===== config.mk =====
export PLATFORM = sky130hd
export DESIGN_NAME = uart_rx_buffer
export DESIGN_NICKNAME = d
export VERILOG_FILES = /design/src/rtl/uart_rx_pkg.sv /design/src/rtl/uart_rx_deser.sv /design/src/rtl/uart_rx_fifo.sv /design/src/rtl/uart_rx_events.sv /design/src/rtl/uart_rx_buffer.sv
export SDC_FILE = /design/constraint.sdc
export NUM_CORES = 1
export LEC_CHECK = 0
export ABC_CLOCK_PERIOD_IN_PS = 2300
export BUFFER_PORTS_ARGS = -buffer_cell sky130_fd_sc_hd__buf_4
export CAP_MARGIN = 20
export CORE_ASPECT_RATIO = 2
export CORE_MARGIN = 4
export CORE_UTILIZATION = 45
export DETAILED_ROUTE_END_ITERATION = 6
export GPL_TIMING_DRIVEN = 1
export PLACE_DENSITY_LB_ADDON = 0.05
export SLEW_MARGIN = 20
export SYNTH_ARGS = -nofsm -noshare
export SYNTH_HDL_FRONTEND = slang
export SYNTH_SLANG_ARGS = --single-unit
export TNS_END_PERCENT = 5

===== constraint.sdc =====
create_clock -name clk -period 2.3 [get_ports clk]
set_input_delay 0.46 -clock clk [delete_from_list [all_inputs] [get_ports clk]]
set_output_delay 0.46 -clock clk [all_outputs]
set_load 0.02 [all_outputs]

===== src/rtl/uart_rx_pkg.sv =====
package uart_rx_pkg;
  typedef enum logic [2:0] {
    RX_IDLE,
    RX_START,
    RX_DATA,
    RX_PAR,
    RX_STOP
  } rx_state_e;
endpackage


===== src/rtl/uart_rx_deser.sv =====
module uart_rx_deser #(
  parameter int DATA_W   = 8,
  parameter int OVS      = 16,
  parameter int TICK_DIV = 4
) (
  input  logic              clk,
  input  logic              rst_n,
  input  logic              rx_i,
  input  logic              parity_en_i,
  input  logic              parity_odd_i,
  output logic              done_o,
  output logic [DATA_W-1:0] data_o,
  output logic              perr_o,
  output logic              ferr_o
);
  import uart_rx_pkg::*;
  localparam int OW  = $clog2(OVS);
  localparam int BW  = (DATA_W > 1) ? $clog2(DATA_W) : 1;
  localparam int DVW = (TICK_DIV > 1) ? $clog2(TICK_DIV) : 1;
  localparam logic [OW-1:0]  OVS_LAST  = OW'(OVS - 1);
  localparam logic [OW-1:0]  HALF_LAST = OW'(OVS / 2 - 1);
  localparam logic [BW-1:0]  BIT_LAST  = BW'(DATA_W - 1);
  localparam logic [DVW-1:0] DIV_LAST  = DVW'(TICK_DIV - 1);

  logic              sync1_q, sync2_q, prev_q;
  logic [DVW-1:0]    div_q;
  logic              tick;
  rx_state_e         state_q, state_d;
  logic [OW-1:0]     ovs_q, ovs_d;
  logic [BW-1:0]     bit_q, bit_d;
  logic [DATA_W-1:0] shift_q, shift_d;
  logic              par_q, par_d;

  // two-flop synchronizer plus edge history, oversampling tick divider
  always_ff @(posedge clk or negedge rst_n) begin
    if (!rst_n) begin
      sync1_q <= 1'b1;
      sync2_q <= 1'b1;
      prev_q  <= 1'b1;
      div_q   <= '0;
    end else begin
      sync1_q <= rx_i;
      sync2_q <= sync1_q;
      prev_q  <= sync2_q;
      div_q   <= tick ? '0 : div_q + 1'b1;
    end
  end

  assign tick = (div_q == DIV_LAST);

  always_comb begin
    state_d = state_q;
    ovs_d   = ovs_q;
    bit_d   = bit_q;
    shift_d = shift_q;
    par_d   = par_q;
    done_o  = 1'b0;
    ferr_o  = 1'b0;
    unique case (state_q)
      RX_IDLE: begin
        ovs_d = '0;
        bit_d = '0;
        if (prev_q && !sync2_q) state_d = RX_START;
      end
      RX_START: if (tick) begin
        if (ovs_q == HALF_LAST) begin
          ovs_d   = '0;
          state_d = sync2_q ? RX_IDLE : RX_DATA;
        end else ovs_d = ovs_q + 1'b1;
      end
      RX_DATA: if (tick) begin
        if (ovs_q == OVS_LAST) begin
          ovs_d   = '0;
          shift_d = {sync2_q, shift_q[DATA_W-1:1]};
          bit_d   = bit_q + 1'b1;
          if (bit_q == BIT_LAST) state_d = parity_en_i ? RX_PAR : RX_STOP;
        end else ovs_d = ovs_q + 1'b1;
      end
      RX_PAR: if (tick) begin
        if (ovs_q == OVS_LAST) begin
          ovs_d   = '0;
          par_d   = sync2_q;
          state_d = RX_STOP;
        end else ovs_d = ovs_q + 1'b1;
      end
      RX_STOP: if (tick) begin
        if (ovs_q == OVS_LAST) begin
          ovs_d   = '0;
          done_o  = 1'b1;
          ferr_o  = !sync2_q;
          state_d = RX_IDLE;
        end else ovs_d = ovs_q + 1'b1;
      end
      default: state_d = RX_IDLE;
    endcase
  end

  always_ff @(posedge clk or negedge rst_n) begin
    if (!rst_n) begin
      state_q <= RX_IDLE;
      ovs_q   <= '0;
      bit_q   <= '0;
      shift_q <= '0;
      par_q   <= 1'b0;
    end else begin
      state_q <= state_d;
      ovs_q   <= ovs_d;
      bit_q   <= bit_d;
      shift_q <= shift_d;
      par_q   <= par_d;
    end
  end

  assign data_o = shift_q;
  assign perr_o = parity_en_i & ((^shift_q) ^ par_q ^ parity_odd_i);
endmodule


===== src/rtl/uart_rx_fifo.sv =====
module uart_rx_fifo #(
  parameter int W     = 10,
  parameter int DEPTH = 64
) (
  input  logic                       clk,
  input  logic                       rst_n,
  input  logic                       wr_i,
  input  logic [W-1:0]               wdata_i,
  input  logic                       rd_i,
  output logic [W-1:0]               rdata_o,
  output logic                       full_o,
  output logic                       empty_o,
  output logic [$clog2(DEPTH+1)-1:0] fill_o
);
  localparam int AW = $clog2(DEPTH);
  localparam int FW = $clog2(DEPTH + 1);

  logic [W-1:0]  mem_q [DEPTH];
  logic [AW-1:0] wptr_q, rptr_q;
  logic          full_q, empty_q, full_d, empty_d;
  logic [FW-1:0] fill_q;
  logic          we, re;

  assign we = wr_i & !full_q;
  assign re = rd_i & !empty_q;

  // equal pointers are resolved by which operation made them meet
  always_comb begin
    full_d  = full_q;
    empty_d = empty_q;
    if (we && !re) begin
      full_d  = (AW'(wptr_q + 1'b1) == rptr_q);
      empty_d = 1'b0;
    end else if (re && !we) begin
      empty_d = (AW'(rptr_q + 1'b1) == wptr_q);
      full_d  = 1'b0;
    end
  end

  always_ff @(posedge clk or negedge rst_n) begin
    if (!rst_n) begin
      wptr_q  <= '0;
      rptr_q  <= '0;
      full_q  <= 1'b0;
      empty_q <= 1'b1;
      fill_q  <= '0;
    end else begin
      if (we) wptr_q <= wptr_q + 1'b1;
      if (re) rptr_q <= rptr_q + 1'b1;
      full_q  <= full_d;
      empty_q <= empty_d;
      if (we != re) fill_q <= we ? fill_q + 1'b1 : fill_q - 1'b1;
    end
  end

  for (genvar g = 0; g < DEPTH; g++) begin : g_slot
    always_ff @(posedge clk) begin
      if (we && (wptr_q == AW'(g))) mem_q[g] <= wdata_i;
    end
  end

  assign rdata_o = mem_q[rptr_q];
  assign full_o  = full_q;
  assign empty_o = empty_q;
  assign fill_o  = fill_q;
endmodule


===== src/rtl/uart_rx_events.sv =====
module uart_rx_events #(
  parameter int DEPTH  = 64,
  parameter int THRESH = 64,
  parameter int TW     = 24
) (
  input  logic                       clk,
  input  logic                       rst_n,
  input  logic                       done_i,
  input  logic                       full_i,
  input  logic                       empty_i,
  input  logic                       we_i,
  input  logic                       re_i,
  input  logic [$clog2(DEPTH+1)-1:0] fill_i,
  input  logic [TW-1:0]              idle_limit_i,
  output logic                       irq_o,
  output logic                       ovf_o,
  output logic                       rts_o
);
  localparam int FW = $clog2(DEPTH + 1);
  localparam logic [FW-1:0] THR_PRE = FW'(THRESH - 1);
  localparam logic [FW-1:0] RTS_ON  = FW'(DEPTH - 4);
  localparam logic [FW-1:0] RTS_OFF = FW'(DEPTH / 2);

  logic          run_q, run_d;
  logic [TW-1:0] cnt_q, cnt_d;
  logic          irq_q, irq_d, ovf_q, ovf_d, rts_q, rts_d;
  logic          thr_hit, idle_hit;

  always_comb begin
    run_d    = run_q;
    cnt_d    = cnt_q;
    idle_hit = 1'b0;
    if (done_i) begin
      run_d = 1'b1;
      cnt_d = '0;
    end else if (run_q) begin
      if (cnt_q == idle_limit_i) begin
        run_d    = 1'b0;
        idle_hit = !empty_i;
      end else cnt_d = cnt_q + 1'b1;
    end
    thr_hit = we_i && !re_i && (fill_i == THR_PRE);
    irq_d   = thr_hit | idle_hit;
    ovf_d   = done_i & full_i;
    rts_d   = rts_q;
    if (fill_i >= RTS_ON)      rts_d = 1'b1;
    else if (fill_i < RTS_OFF) rts_d = 1'b0;
  end

  always_ff @(posedge clk or negedge rst_n) begin
    if (!rst_n) begin
      run_q <= 1'b0;
      cnt_q <= '0;
      irq_q <= 1'b0;
      ovf_q <= 1'b0;
      rts_q <= 1'b0;
    end else begin
      run_q <= run_d;
      cnt_q <= cnt_d;
      irq_q <= irq_d;
      ovf_q <= ovf_d;
      rts_q <= rts_d;
    end
  end

  assign irq_o = irq_q;
  assign ovf_o = ovf_q;
  assign rts_o = rts_q;
endmodule


===== src/rtl/uart_rx_buffer.sv =====
module uart_rx_buffer #(
  parameter int DATA_W   = 8,
  parameter int DEPTH    = 64,
  parameter int THRESH   = 64,
  parameter int OVS      = 16,
  parameter int TICK_DIV = 4,
  parameter int TW       = 24
) (
  input  logic                       clk,
  input  logic                       rst_n,
  input  logic                       rx_i,
  input  logic                       parity_en_i,
  input  logic                       parity_odd_i,
  input  logic [TW-1:0]              idle_limit_i,
  input  logic                       pop_i,
  output logic [DATA_W-1:0]          pop_data_o,
  output logic                       pop_perr_o,
  output logic                       pop_ferr_o,
  output logic                       fifo_empty_o,
  output logic                       fifo_full_o,
  output logic [$clog2(DEPTH+1)-1:0] fill_o,
  output logic                       arrived_irq_o,
  output logic                       overflow_o,
  output logic                       rts_o
);
  localparam int EW = DATA_W + 2;
  localparam int FW = $clog2(DEPTH + 1);

  logic              rst_meta_q, rst_sync_q;
  logic              done;
  logic [DATA_W-1:0] rx_data;
  logic              perr, ferr, we, re;
  logic [EW-1:0]     rd_entry;
  logic [FW-1:0]     fill;
  logic              full, empty;

  // asynchronous assertion, synchronous release
  always_ff @(posedge clk or negedge rst_n) begin
    if (!rst_n) begin
      rst_meta_q <= 1'b0;
      rst_sync_q <= 1'b0;
    end else begin
      rst_meta_q <= 1'b1;
      rst_sync_q <= rst_meta_q;
    end
  end

  uart_rx_deser #(.DATA_W(DATA_W), .OVS(OVS), .TICK_DIV(TICK_DIV)) i_deser (
    .clk(clk), .rst_n(rst_sync_q), .rx_i(rx_i),
    .parity_en_i(parity_en_i), .parity_odd_i(parity_odd_i),
    .done_o(done), .data_o(rx_data), .perr_o(perr), .ferr_o(ferr)
  );

  assign we = done & !full;
  assign re = pop_i & !empty;

  uart_rx_fifo #(.W(EW), .DEPTH(DEPTH)) i_fifo (
    .clk(clk), .rst_n(rst_sync_q), .wr_i(we), .wdata_i({perr, ferr, rx_data}),
    .rd_i(re), .rdata_o(rd_entry), .full_o(full), .empty_o(empty), .fill_o(fill)
  );

  uart_rx_events #(.DEPTH(DEPTH), .THRESH(THRESH), .TW(TW)) i_events (
    .clk(clk), .rst_n(rst_sync_q), .done_i(done), .full_i(full), .empty_i(empty),
    .we_i(we), .re_i(re), .fill_i(fill), .idle_limit_i(idle_limit_i),
    .irq_o(arrived_irq_o), .ovf_o(overflow_o), .rts_o(rts_o)
  );

  assign pop_data_o   = rd_entry[DATA_W-1:0];
  assign pop_ferr_o   = rd_entry[DATA_W];
  assign pop_perr_o   = rd_entry[DATA_W+1];
  assign fifo_empty_o = empty;
  assign fifo_full_o  = full;
  assign fill_o       = fill;
endmodule


==> summary.md <==
| Metric | Value |
|---|---|
| Status | finished, violations left |
| Failing checks | negative setup slack |
| Number of global-route vias before repair | between 15k and 20k |
| Total track usage | 0.218 |
| Final core utilization | 0.559 |
| Worst-path fanout max | 9 |
| Drt first pass iters | 6 |
| Cell Area, Synth | about 30000 sq um |
| Critical Path Max Stage Delay | ~0.58 ns |
| H-tree levels | 2 |
| Yosys cell types | 67 |
| Largest net degree at the start of global routing | 67 |
| Cell taking the most area after synthesis | edfxtp_1 |
| Share of layout cells above drive strength 1 | 0.356 |
| Placed cell areas | around 33000 sq um |
| Core area | between 60000 and 70000 sq um |
| Io pins | 52 |
| Clk root buf | clkbuf_16 |
| Final Hold Viols | 0 |
| Routed vias | between 15k and 20k |
| Die X | between 150 and 200 um |
| Leak | ~13 nW |
| Register area share after synthesis | 0.721 |
| Synth top area share | 0.656 |
| CP arrival | roughly 3.1 ns |
| Drt wl/cell | 26.5 um |
| Die area | 69500 sq um |
| Setup crit end kind | output pin |
| Seq cells post-synth | approximately 720 |
| Post-synthesis mux area share | 0.139 |
| Largest family of logic cells by synthesized area | multiplexers |
| Slew at the pin closest to its max-slew limit | around 0.86 ns |
| Clk pin slew, worst setup/hold paths | around 0.070 ns |
| Critical-path top delay cell | mux4_2 |
| Hold WS | 0.140 ns |
| Leading post-synthesis cells by cell area | edfxtp_1 66%, mux4_2 10%, dfrtp_1 6.1%, mux2i_1 2.8%, xor2_1 1.2% |
| Cells after Synth | between 1.5k and 2k |
| Synth Area in Simple Gates | 0.0507 |
| CTS Buf Count | 60 |
| N_diodes | 0 |
| Finished Layout Cells | 2839 |
| Ys async rst share | 0.105 |
| Remaining DRCs | 0 |
| Ys flop type | edfxtp_1 |
| Critical Path RT | 1.84 ns |
| Most frequent cells in the layout | 640 x edfxtp_1, 201 x buf_4, 133 x mux4_2, 80 x mux2i_1, 66 x nand2_1 |
| Tightest Hold Check Type | input port to async pin |
| PD cells | around 960 nW/um^2 |
| Post-DP HPWL | 49900 um |
| Startpoint class of the critical path | flip-flop |
| Total gr overflow | 0 |
| Worst skew pair latency | ~0.64 ns |
| Compound-Gate Fraction of Synth Area | 0.0443 |
| Detailed Route WL | approximately 75000 um |
| Design area | roughly 36000 sq um |
| R2R setup slack | -0.26 ns |
| Vias per cell | between 5 and 6 |
| Final setup fails | 647 |
| Max VDD drop | around 0.00082 V |
| Worst rel slew slack | 0.426 |
| Routability cong. | 0.819 |
| Routed Antenna Nets | 0 |
| Final critical-path required period | between 3 and 4 ns |
| Slew Limit Fails | 0 |
| CP Class | flip-flop to output pin |
| CTS tree | done |
| First-pass GRT wire length | 112000 um |
| Post-Synth XOR/XNOR Area | 0.0191 |
| CP Cell Sequence | buf_6, mux4_2, mux4_2, a211oi_2, a21oi_2, buf_4, buf_4 |
| Site row count | about 130 |
| Post-synth EDFFs | 640 |
| Tcrit/Tclk final | 1.55 |
| Initial cell density of the core | 0.453 |
| Bufs and invs on worst path | 3 |
| RSZ-0062 raised after global routing | true |
| Die H | ~370 um |
| Nets@finish | between 1.5k and 2k |
| Max frequency | approximately 0.28 GHz |
| Antenna violations before repair | 0 |
| Crit path setup slack, layout | -1.25 ns |
| Syn. warnings | 0 |
| Dpl ws | -0.933 ns |
| Number of max-cap violations | 0 |
| PortBufs | between 50 and 60 |
| Commonest non-fill, non-tap cell in the layout | edfxtp_1 |
| Overall Power | ~35 mW |
| Initial DRC count | about 1.0k |
| Skew final | 0.0254 ns |
| Final setup TNS | -89.29 ns |
| Largest delay contributor family on the critical path | multiplexers |
| Syn Area/Cell | 18.0 sq um |
| Dpl cells | 2700 |
| Adder-Cell Fraction of Synth Area | 0.00863 |
| CTS max path bufs | 3 |
| Area growth, synth to finish | 23.4% |
| Clk sinks | between 700 and 800 |
| Synth Net Count | 1670 |
## layer usage
layer | up-vias | part of all wire | GRT usage
li1 | 7093 | - | -
met1 | 8275 | 0.36 | 0.249
met2 | 306 | 0.57 | 0.423
met3 | 103 | 0.029 | 0.0189
met4 | 0 | 0.035 | 0.0719
met5 | - | 0 | 0
## final timing paths
check	cells past startpoint	from	to
max in group asynchronous	1	rst_sync_q	i_deser.sync2_q
min in group clk	3	parity_en_i	i_deser.state_q[0]
hold / removal	2	rst_n	rst_sync_q
hold reg to reg	0	rst_sync_q	i_deser.ovs_q[1]
setup reg to reg	10	i_deser.ovs_q[1]	i_fifo.mem_q[14][4]
setup / recovery	7	i_fifo.rptr_q[0]	pop_data_o[7]
## power breakdown
| group | switching [mW] | internal (mW) | total (mW) |
|---|---|---|---|
| logic | 5.07 | 4.79 | 9.87 |
| registers | 0.426 | 14.2 | 14.6 |
| clock network | 4.65 | 5.52 | 10.2 |
## kinds of logic (layout without fill, tap and decap cells)
| logic type | Yosys count | in the layout |
|---|---|---|
| fa+ha+maj | 20 | 20 |
| flops | 715 | 715 |
| buf+inv | 103 | 449 |
| mux | 237 | 237 |
| xor+xnor | 64 | 64 |
| other cells | 1 | 1 |
| compound gates | 192 | 192 |
| simple gates | 290 | 290 |
## Yosys cell counts, drive strengths merged (9+ instances only)
cell type  instances
or4                9
and2               9
a21oi             44
or3               11
edfxtp           640
nand4             10
xnor2             25
o2111ai            9
ha                17
inv               13
clkbuf            37
a22oi             30
o211ai            28
mux2              21
mux4             133
nor4              10
xor2              39
nor2              89
o31ai              9
mux2i             83
buf               53
dfrtp             71
nor2b             15
o21ai             34
nand3             34
nand2             66
and3               9
## final cells by class
type                       count  area, sq um
inverter                      13         61.3
clock buffer                  82         1580
clock inverter                30          332
timing repair buffer         324         3540
fill                        5044        28400
sequential                   715        21100
tap                          871         1090
multi-input combinational    804         8400
## registers in the layout, indices dropped and copies added (netlist names), 2 cells and up
signal and flops:
i_deser.bit_q 3, i_deser.data_o 8, i_deser.div_q 2, i_deser.ovs_q 4, i_deser.state_q 3, i_events.cnt_q 24, i_fifo.fill_o 7, i_fifo.mem_q 640
i_fifo.rptr_q 6, i_fifo.wptr_q 6
## timing repair
| action | 4_1_cts | 5_1_grt |
|---|---|---|
| setup buffers | 16 | 7 |
| hold buffers | 2 | 0 |
| pin swaps | 29 | 20 |
| setup endpoints to repair | 672 | 677 |
| gates resized for setup | 158 | 47 |
| endpoints found under the hold margin | 3 | 0 |
| cloned | 5 | 1 |
Power figures use the tool's default switching activity.
